## src/rtl/sbe_pkg.sv

```systemverilog
package sbe_pkg;
  parameter int unsigned NIB_W = 4;

  typedef struct packed {
    logic             ben;
    logic [NIB_W-1:0] data;
  } slot_t;
endpackage

```

## src/rtl/sbe_phase.sv

```systemverilog
module sbe_phase
  import sbe_pkg::*;
#(
  parameter int unsigned PW = $clog2(NIB_W)
) (
  input  logic clk,
  input  logic rst_n,
  input  logic clr,
  output logic last
);
  logic [PW-1:0] ph;

  always_ff @(posedge clk or negedge rst_n) begin
    if (!rst_n)   ph <= '0;
    else if (clr) ph <= '0;
    else          ph <= ph + 1'b1;
  end

  assign last = (ph == PW'(NIB_W - 1));
endmodule

```

## src/rtl/sbe_fifo.sv

```systemverilog
module sbe_fifo
  import sbe_pkg::*;
#(
  parameter int unsigned DEPTH   = 4,
  parameter int unsigned PRELOAD = 2,
  parameter int unsigned AW      = $clog2(DEPTH),
  parameter int unsigned LW      = $clog2(DEPTH + 1)
) (
  input  logic          clk,
  input  logic          rst_n,
  input  logic          clr,
  input  logic          wr_en,
  input  slot_t         wr_slot,
  input  logic          rd_en,
  output slot_t         rd_slot,
  output logic          err,
  output logic [LW-1:0] level
);
  slot_t         mem [DEPTH];
  logic [AW-1:0] wp, rp;
  logic          under, over;

  assign under   = rd_en && (level == '0);
  assign over    = wr_en && !rd_en && (level == LW'(DEPTH));
  assign rd_slot = mem[rp];

  function automatic logic [AW-1:0] bump(input logic [AW-1:0] p);
    return (p == AW'(DEPTH - 1)) ? '0 : p + 1'b1;
  endfunction

  always_ff @(posedge clk or negedge rst_n) begin
    if (!rst_n) begin
      for (int i = 0; i < DEPTH; i++) mem[i] <= '0;
      wp    <= AW'(PRELOAD);
      rp    <= '0;
      level <= LW'(PRELOAD);
      err   <= 1'b0;
    end else if (clr) begin
      for (int i = 0; i < DEPTH; i++) mem[i] <= '0;
      wp    <= AW'(PRELOAD);
      rp    <= '0;
      level <= LW'(PRELOAD);
      err   <= 1'b0;
    end else if (!err) begin
      if (under || over) begin
        err <= 1'b1;
      end else begin
        if (rd_en) rp <= bump(rp);
        if (wr_en) begin
          mem[wp] <= wr_slot;
          wp      <= bump(wp);
        end
        level <= level + LW'(wr_en) - LW'(rd_en);
      end
    end
  end
endmodule

```

## src/rtl/sbe_shift.sv

```systemverilog
module sbe_shift
  import sbe_pkg::*;
(
  input  logic  clk,
  input  logic  rst_n,
  input  logic  clr,
  input  logic  load,
  input  slot_t slot_in,
  input  logic  mute,
  output logic  ser_out,
  output logic  ben_out
);
  logic [NIB_W-1:0] sh;
  logic             ben_q;
  logic             vld;

  always_ff @(posedge clk or negedge rst_n) begin
    if (!rst_n) begin
      sh <= '0; ben_q <= 1'b0; vld <= 1'b0;
    end else if (clr) begin
      sh <= '0; ben_q <= 1'b0; vld <= 1'b0;
    end else if (load) begin
      sh <= slot_in.data; ben_q <= slot_in.ben; vld <= 1'b1;
    end else begin
      sh <= {sh[NIB_W-2:0], 1'b0};
    end
  end

  assign ser_out = vld && sh[NIB_W-1] && !mute;
  assign ben_out = vld && ben_q && !mute;
endmodule

```

## src/rtl/sbe_serializer.sv

```systemverilog
module sbe_serializer
  import sbe_pkg::*;
#(
  parameter int unsigned DEPTH   = 4,
  parameter int unsigned PRELOAD = 2
) (
  input  logic             clk,
  input  logic             rst_n,
  input  logic             fifo_rst,
  input  logic             par_tick,
  input  logic [NIB_W-1:0] par_data,
  input  logic             par_ben,
  output logic             ser_data,
  output logic             ben_out,
  output logic             fifo_err
);
  localparam int unsigned LW = $clog2(DEPTH + 1);

  logic          nib_last;
  logic [LW-1:0] fifo_level;
  slot_t         in_slot, out_slot;

  assign in_slot = '{ben: par_ben, data: par_data};

  sbe_phase u_phase (
    .clk  (clk),
    .rst_n(rst_n),
    .clr  (fifo_rst),
    .last (nib_last)
  );

  sbe_fifo #(.DEPTH(DEPTH), .PRELOAD(PRELOAD)) u_fifo (
    .clk    (clk),
    .rst_n  (rst_n),
    .clr    (fifo_rst),
    .wr_en  (par_tick),
    .wr_slot(in_slot),
    .rd_en  (nib_last),
    .rd_slot(out_slot),
    .err    (fifo_err),
    .level  (fifo_level)
  );

  sbe_shift u_shift (
    .clk    (clk),
    .rst_n  (rst_n),
    .clr    (fifo_rst),
    .load   (nib_last && !fifo_err),
    .slot_in(out_slot),
    .mute   (fifo_err || fifo_rst),
    .ser_out(ser_data),
    .ben_out(ben_out)
  );
endmodule

```

## config.mk

```make
export PLATFORM = sky130hd
export DESIGN_NAME = sbe_serializer
export DESIGN_NICKNAME = d
export VERILOG_FILES = /design/src/rtl/sbe_pkg.sv /design/src/rtl/sbe_phase.sv /design/src/rtl/sbe_fifo.sv /design/src/rtl/sbe_shift.sv /design/src/rtl/sbe_serializer.sv
export SDC_FILE = /design/constraint.sdc
export NUM_CORES = 1
export LEC_CHECK = 0
export ABC_CLOCK_PERIOD_IN_PS = 6400
export BUFFER_PORTS_ARGS = -buffer_cell sky130_fd_sc_hd__buf_2
export CAP_MARGIN = 20
export CORE_ASPECT_RATIO = 0.9
export CORE_MARGIN = 2
export CORE_UTILIZATION = 35
export CTS_BUF_LIST = sky130_fd_sc_hd__clkbuf_8
export CTS_CLUSTER_SIZE = 28
export DETAILED_ROUTE_END_ITERATION = 8
export GPL_ROUTABILITY_DRIVEN = 0
export GPL_TIMING_DRIVEN = 0
export HOLD_SLACK_MARGIN = 0.1
export PLACE_DENSITY = 0.52
export SYNTH_ARGS = -nofsm -noshare
export SYNTH_HDL_FRONTEND = slang
export SYNTH_SLANG_ARGS = --single-unit
export TNS_END_PERCENT = 50
```

## constraint.sdc

```tcl
create_clock -name clk -period 6.4 [get_ports clk]
set_input_delay 0.32 -clock clk [delete_from_list [all_inputs] [get_ports clk]]
set_output_delay 0.32 -clock clk [all_outputs]
set_load 0.05 [all_outputs]
```

==> impl_metrics.py, run 1 <==
metrics = {
    "timing": {
        "hold_viol_final": 0,
        "fin_crit_sh_pct": 35.2,
        "period_needed_ps": 2250,
        "finalSetupViolations": 0,
        "skew_ps": 7.45,
        "slew_viol_final": 0,
        "finalSetupTns_ps": 0,
        "worst_slew_pin_slew_ps": 813,
        "fmax_mhz": 444,
        "rsz0062_at_grt": "no",
        "max_slew_margin_pct": 45.8,
    },
    "clocking": {
        "cts.clk_slew.worst_paths_ps": 80,
        "clock_latency_ps": 290,
        "cts_buffers": 5,
        "cts_resized": 0,
        "clockBufferDepth": 2,
        "cts_root_buffer": "clkbuf_8",
        "h-tree-depth": 2,
        "postCtsSetupBuffers": 0,
        "cts_tree": "yes",
        "hold_buffers": 0,
        "clock_sinks": 36,
    },
    "cells_and_area": {
        "stdcell_count": 264,
        "drive_above_1_share_pct": 21.1,
        "syn2layout_area_growth_pct": 11.3,
        "diodes": 0,
        "multi_input_area_sq_um": 971,
        "seq_area_sq_um": 903,
        "stdcell_area_sq_um": 2210,
        "fillers": 565,
        "final_cell_mix": "dfrtp_1 (34), nand2_1 (27), mux2i_1 (25)",
        "fin_nets": 210,
        "layout_commonest_cell": "dfrtp_1",
    },
    "flow_run": {
        "drv_cap": 0,
    },
    "placement": {
        "port_buffers": 10,
        "hpwl_um": 3070,
        "dpl_cell_area_sq_um": 2120,
        "dp.cells": 256,
    },
    "worst_setup_path": {
        "crit_family": "adder cells",
        "worst_setup_path_start_kind": "register",
        "crit_required_ps": 6570,
        "cp_slowest_cell": "dfrtp_1",
        "crit_path_end_kind": "register",
        "worstPathCellList": "ha_1, xor2_1, ha_1, fa_1, xor2_1, a2111o_1, o311ai_0",
        "worst-path-buf-inv": 0,
        "slowest_delay_ps": 400,
        "path_max_fanout": 5,
        "critPathKind": "reg -> reg",
        "cp_data_arrival_time_ps": 2420,
    },
    "yosys": {
        "syn_inst": 176,
        "syn_area_sq_um": 1990,
        "ys.flop_type": "dfrtp_1",
        "yosysSeqAreaShare_pct": 45.5,
        "ys_types": 42,
        "synth-seq-cells": 36,
        "syn_avg_cell_area_sq_um": 11.3,
        "async_reset_ff_share_pct": 100,
        "yosysWarnings": 0,
        "synth_edf_count": 0,
        "synth_fp_nets": 193,
    },
    "floorplan": {
        "dieArea_sq_um": 6300,
        "initial_utilization_pct": 35.5,
        "ios": 12,
        "die_h_um": 75.5,
        "die_w_um": 83.4,
        "core-area_sq_um": 5600,
        "num_rows": 26,
    },
    "global_routing": {
        "grt_pass1_vias": 1433,
        "grt_max_degree": 37,
        "grt_use_total_pct": 15.1,
        "overflow": 0,
        "antenna_found_initial": 0,
        "grt_pass1_wl_um": 7220,
    },
    "pwr": {
        "powerDensity_nw_per_um2": 245,
        "p_leak_nw": 1.10,
        "ir_worst_vdd_mv": 0.112,
    },
    "routing": {
        "dr.pass1.iters": 4,
        "drt_iter0_drc": 37,
        "drt_wl_total_um": 4420,
        "drc": 0,
        "routedWlPerCell_um": 16.8,
        "drt-vias-per-instance": 5.18,
        "ant_nets": 0,
        "num_vias": 1368,
    },
    "worst_hold_path": {
        "hp-class": "in -> async",
    },
    "outcome": {
        "run_status": "finished clean",
    },
}
==> flip-flops by register name (all words and copies together) (netlist names) <==
signal         flops
u_fifo.wp          2
u_phase.ph         2
u_fifo.level       3
u_shift.vld        1
u_shift.sh         4
u_fifo.mem        20
u_shift.ben_q      1
u_fifo.err         1
u_fifo.rp          2
==> routing by layer <==
metal | vias up | global-route usage [%] | part of all wire [%] | wire length [um]
met2 | 26 | 26.2 | 48 | 2100
met1 | 696 | 19.6 | 47 | 2100
met3 | 5 | 3.47 | 4.2 | 184
met4 | 0 | 4.30 | 0.81 | 36
met5 | - | 0 | 0 | 0
li1 | 641 | - | - | -
==> layout make-up <==
cell class,count,area share [%]
repair buffers,10,2.26
clock inverters,3,0.848
well taps,70,3.96
plain buffers,10,3.73
inverters,8,1.36
clock buffers,5,3.11
flip-flops and latches,36,40.8
multi-input cells,122,43.9
==> synthesized netlist by cell type (all sizes together), types with 4 or more instances <==
cell,number,area [sq um]
ha,7,87.6
mux2i,25,250
nand2,27,101
dfrtp,34,851
or2,4,27.5
mux4,5,113
buf,5,46.3
nor2,16,60.1
inv,8,30.0
==> report_power, final <==
part / switching (mW) / total, mW / internal, mW
sequential: 0.0144 / 0.261 / 0.246
combinational: 0.0683 / 0.121 / 0.0527
clock: 0.0854 / 0.161 / 0.0759
==> worst register-to-register path, delay by kind of cell (launching register included) <==
family / cells / cell delay (ps)
compound gates: 2 / 470
xor+xnor: 2 / 380
fa+ha+maj: 3 / 880
flops: 1 / 400
==> path summary, 6_finish.rpt <==
check | to | cells after the start | slack (ps) | from
worst max-delay path | u_fifo.level[2]$_DFFE_PN0P_ | 7 | 4150 | u_phase.ph[0]$_DFF_PN0_
worst min-delay path | u_fifo.level[2]$_DFFE_PN0P_ | 1 | 110 | rst_n
worst max register to register | u_fifo.level[2]$_DFFE_PN0P_ | 7 | 4150 | u_phase.ph[0]$_DFF_PN0_
worst min register to register | u_phase.ph[0]$_DFF_PN0_ | 1 | 460 | u_phase.ph[0]$_DFF_PN0_
max in group asynchronous | u_fifo.wp[0]$_DFFE_PN0P_ | 1 | 5760 | rst_n
min in group clk | u_fifo.mem[3]$_DFFE_PN0P_ | 3 | 350 | par_data[3]
==> kinds of logic after synthesis <==
| logic type | Yosys count | synth area share (%) |
|---|---|---|
| mux | 31 | 18.8 |
| compound gates | 19 | 8.38 |
| xor+xnor | 2 | 0.882 |
| buf+inv | 18 | 5.67 |
| flops | 36 | 45.5 |
| simple gates | 62 | 15.4 |
| fa+ha+maj | 8 | 5.42 |
==> metrics by stage <==
| stage | power, mW | utilization (%) | setup slack (ps) | hold WS, ps |
|---|---|---|---|---|
| after floorplan | 0.352 | - | 4340 | 24.4 |
| after global placement | 0.380 | 38.0 | 4190 | 443 |
| after detailed placement | 0.387 | 38.0 | 4170 | 448 |
| after CTS | 0.550 | 39.5 | 4150 | 161 |
| after global routing | 0.573 | 39.5 | 4080 | 194 |
| final | 0.543 | 39.5 | 4150 | 113 |
Power figures use the tool's default switching activity.
==> run 2: changes to the inputs <==
--- a/config.mk
+++ b/config.mk
@@ -5,7 +5,7 @@
 export SDC_FILE = /design/constraint.sdc
 export NUM_CORES = 1
 export LEC_CHECK = 0
-export ABC_CLOCK_PERIOD_IN_PS = 6400
+export ABC_CLOCK_PERIOD_IN_PS = 2200
 export BUFFER_PORTS_ARGS = -buffer_cell sky130_fd_sc_hd__buf_2
 export CAP_MARGIN = 20
 export CORE_ASPECT_RATIO = 0.9
==> constraint.sdc (replaced) <==
create_clock -name clk -period 2.2 [get_ports clk]
set_input_delay 0.11 -clock clk [delete_from_list [all_inputs] [get_ports clk]]
set_output_delay 0.11 -clock clk [all_outputs]
set_load 0.05 [all_outputs]
==> run 2 against run 1 <==
Sequential share of layout area down 0.59 points. Final area up 1.5%. Critical path type unchanged. Power rose to 2.9 times the previous value. Cell count up 0.76%. Sequential power rose to 2.9 times the previous value. Global-route usage down 0.072 points. Clock skew about the same. Setup slack worse by 4100 ps. Die area unchanged. Maximum frequency up 6.7%.
==> impl_metrics.py, run 2 (synthesized netlist as in run 1, its figures left out) <==
metrics = {
    "outcome": {
        "run_status": "finished clean",
    },
    "worst_setup_path": {
        "worst_setup_path_start_kind": "register",
        "crit_path_end_kind": "register",
        "path_max_fanout": 5,
        "critPathKind": "reg -> reg",
        "crit_required_ps": 2370,
        "cp_data_arrival_time_ps": 2280,
    },
    "timing": {
        "worst_slew_pin_slew_ps": 825,
        "period_needed_ps": 2110,
        "max_slew_margin_pct": 45.0,
        "slew_viol_final": 0,
        "skew_ps": 7.57,
        "rsz0062_at_grt": "no",
        "hold_viol_final": 0,
        "fin_crit_sh_pct": 95.9,
        "setup_slack_ps": 89.9,
        "finalSetupViolations": 0,
        "fmax_mhz": 474,
    },
    "global_routing": {
        "grt_max_degree": 37,
        "antenna_found_initial": 0,
        "grt_use_total_pct": 15.0,
        "grt_pass1_wl_um": 7200,
        "grt_pass1_vias": 1441,
        "overflow": 0,
    },
    "cells_and_area": {
        "fin_nets": 212,
        "layout_commonest_cell": "dfrtp_1",
        "fillers": 562,
        "stdcell_area_sq_um": 2240,
        "seq_area_sq_um": 903,
        "reg_top3": "u_fifo.mem: 20 flops, u_shift.sh: 4 flops, u_fifo.level: 3 flops",
        "diodes": 0,
        "top_register": "u_fifo.mem",
        "drive_above_1_share_pct": 22.4,
        "syn2layout_area_growth_pct": 13.0,
        "multi_input_area_sq_um": 986,
        "final_cell_mix": "dfrtp_1 (34), nand2_1 (27), mux2i_1 (25)",
        "largest_reg_flops": 20,
    },
    "routing": {
        "drt_wl_total_um": 4400,
        "num_vias": 1359,
        "ant_nets": 0,
        "dr.pass1.iters": 4,
        "drc": 0,
        "routedWlPerCell_um": 16.5,
        "drt_iter0_drc": 47,
        "drt-vias-per-instance": 5.11,
    },
    "floorplan": {
        "die_h_um": 75.5,
        "ios": 12,
        "core-area_sq_um": 5600,
        "dieArea_sq_um": 6300,
        "num_rows": 26,
        "initial_utilization_pct": 35.5,
        "die_w_um": 83.4,
    },
    "pwr": {
        "powerDensity_nw_per_um2": 706,
        "ir_worst_vdd_mv": 0.325,
        "p_leak_nw": 1.11,
    },
    "clocking": {
        "cts_buffers": 5,
        "clockBufferDepth": 2,
        "cts.clk_slew.worst_paths_ps": 80,
        "clock_latency_ps": 290,
        "clock_sinks": 36,
        "cts_tree": "yes",
        "h-tree-depth": 2,
        "cts_root_buffer": "clkbuf_8",
    },
    "flow_run": {
        "drv_cap": 0,
    },
    "placement": {
        "pre_cts_ws_ps": -25.9,
        "dpl_cell_area_sq_um": 2120,
        "port_buffers": 10,
        "hpwl_um": 3070,
    },
    "worst_hold_path": {
        "hp-class": "in -> reg",
    },
}
run 2: worst max-delay path: stages, from the launching register on:
cell	delay (ps)
dfrtp_1	430
ha_4	210
xor2_1	160
ha_1	200
fa_2	340
xor2_1	190
a2111o_1	380
o311ai_0	90
run 2: layout make-up:
cell class | count | area share (%)
multi-input combinational | 122 | 43.9
sequential | 36 | 40.2
tap | 70 | 3.90
buffer | 10 | 3.68
clock buffer | 5 | 3.07
timing repair buffer | 12 | 3.01
inverter | 8 | 1.34
clock inverter | 3 | 0.836
run 2: worst paths after layout:
| check | slack, ps | to | start | cells past startpoint |
|---|---|---|---|---|
| max in group asynchronous | 1220 | u_fifo.mem[13]$_DFFE_PN0P_ | rst_n | 2 |
| worst max register to register | 90 | u_fifo.level[2]$_DFFE_PN0P_ | u_phase.ph[0]$_DFF_PN0_ | 7 |
| worst max-delay path | 90 | u_fifo.level[2]$_DFFE_PN0P_ | u_phase.ph[0]$_DFF_PN0_ | 7 |
| worst min register to register | 500 | u_shift.sh[1]$_DFF_PN0_ | u_shift.sh[0]$_DFF_PN0_ | 2 |
| min in group asynchronous | 450 | u_fifo.level[2]$_DFFE_PN0P_ | rst_n | 2 |
| worst min-delay path | 140 | u_fifo.mem[3]$_DFFE_PN0P_ | par_data[3] | 3 |
run 2: through the flow:
stage | TNS [ps] | total power, mW | hold WS, ps | instances | util, %
final | 0 | 1.58 | 138 | 266 | 40.1
after global routing | 0 | 1.68 | 156 | 266 | 40.1
after CTS | 0 | 1.60 | 131 | 265 | 39.8
after detailed placement | -25.9 | 1.13 | 260 | 256 | 38.0
after global placement | -11.7 | 1.11 | 233 | 256 | 38.0
after floorplan | 0 | 1.03 | -186 | 176 | -
run 2: timing repair:
action | 4_1_cts | 5_1_grt
setup buffers | 0 | 1
resized for setup | 1 | 2
endpoints found under the hold margin | 34 | 0
hold buffers | 1 | 0
setup endpoints to repair | 1 | 1
run 2: report_power, final:
part | switching (mW) | internal, mW
combinational | 0.199 | 0.158
clock | 0.246 | 0.221
sequential | 0.0430 | 0.717
total | 0.488 | 1.10
run 2: layer usage:
metal,GRT usage (%),part of all wire [%]
met2,26.3,47
met3,3.47,4.6
met1,19.3,47
met4,4.30,0.82
met5,0,0
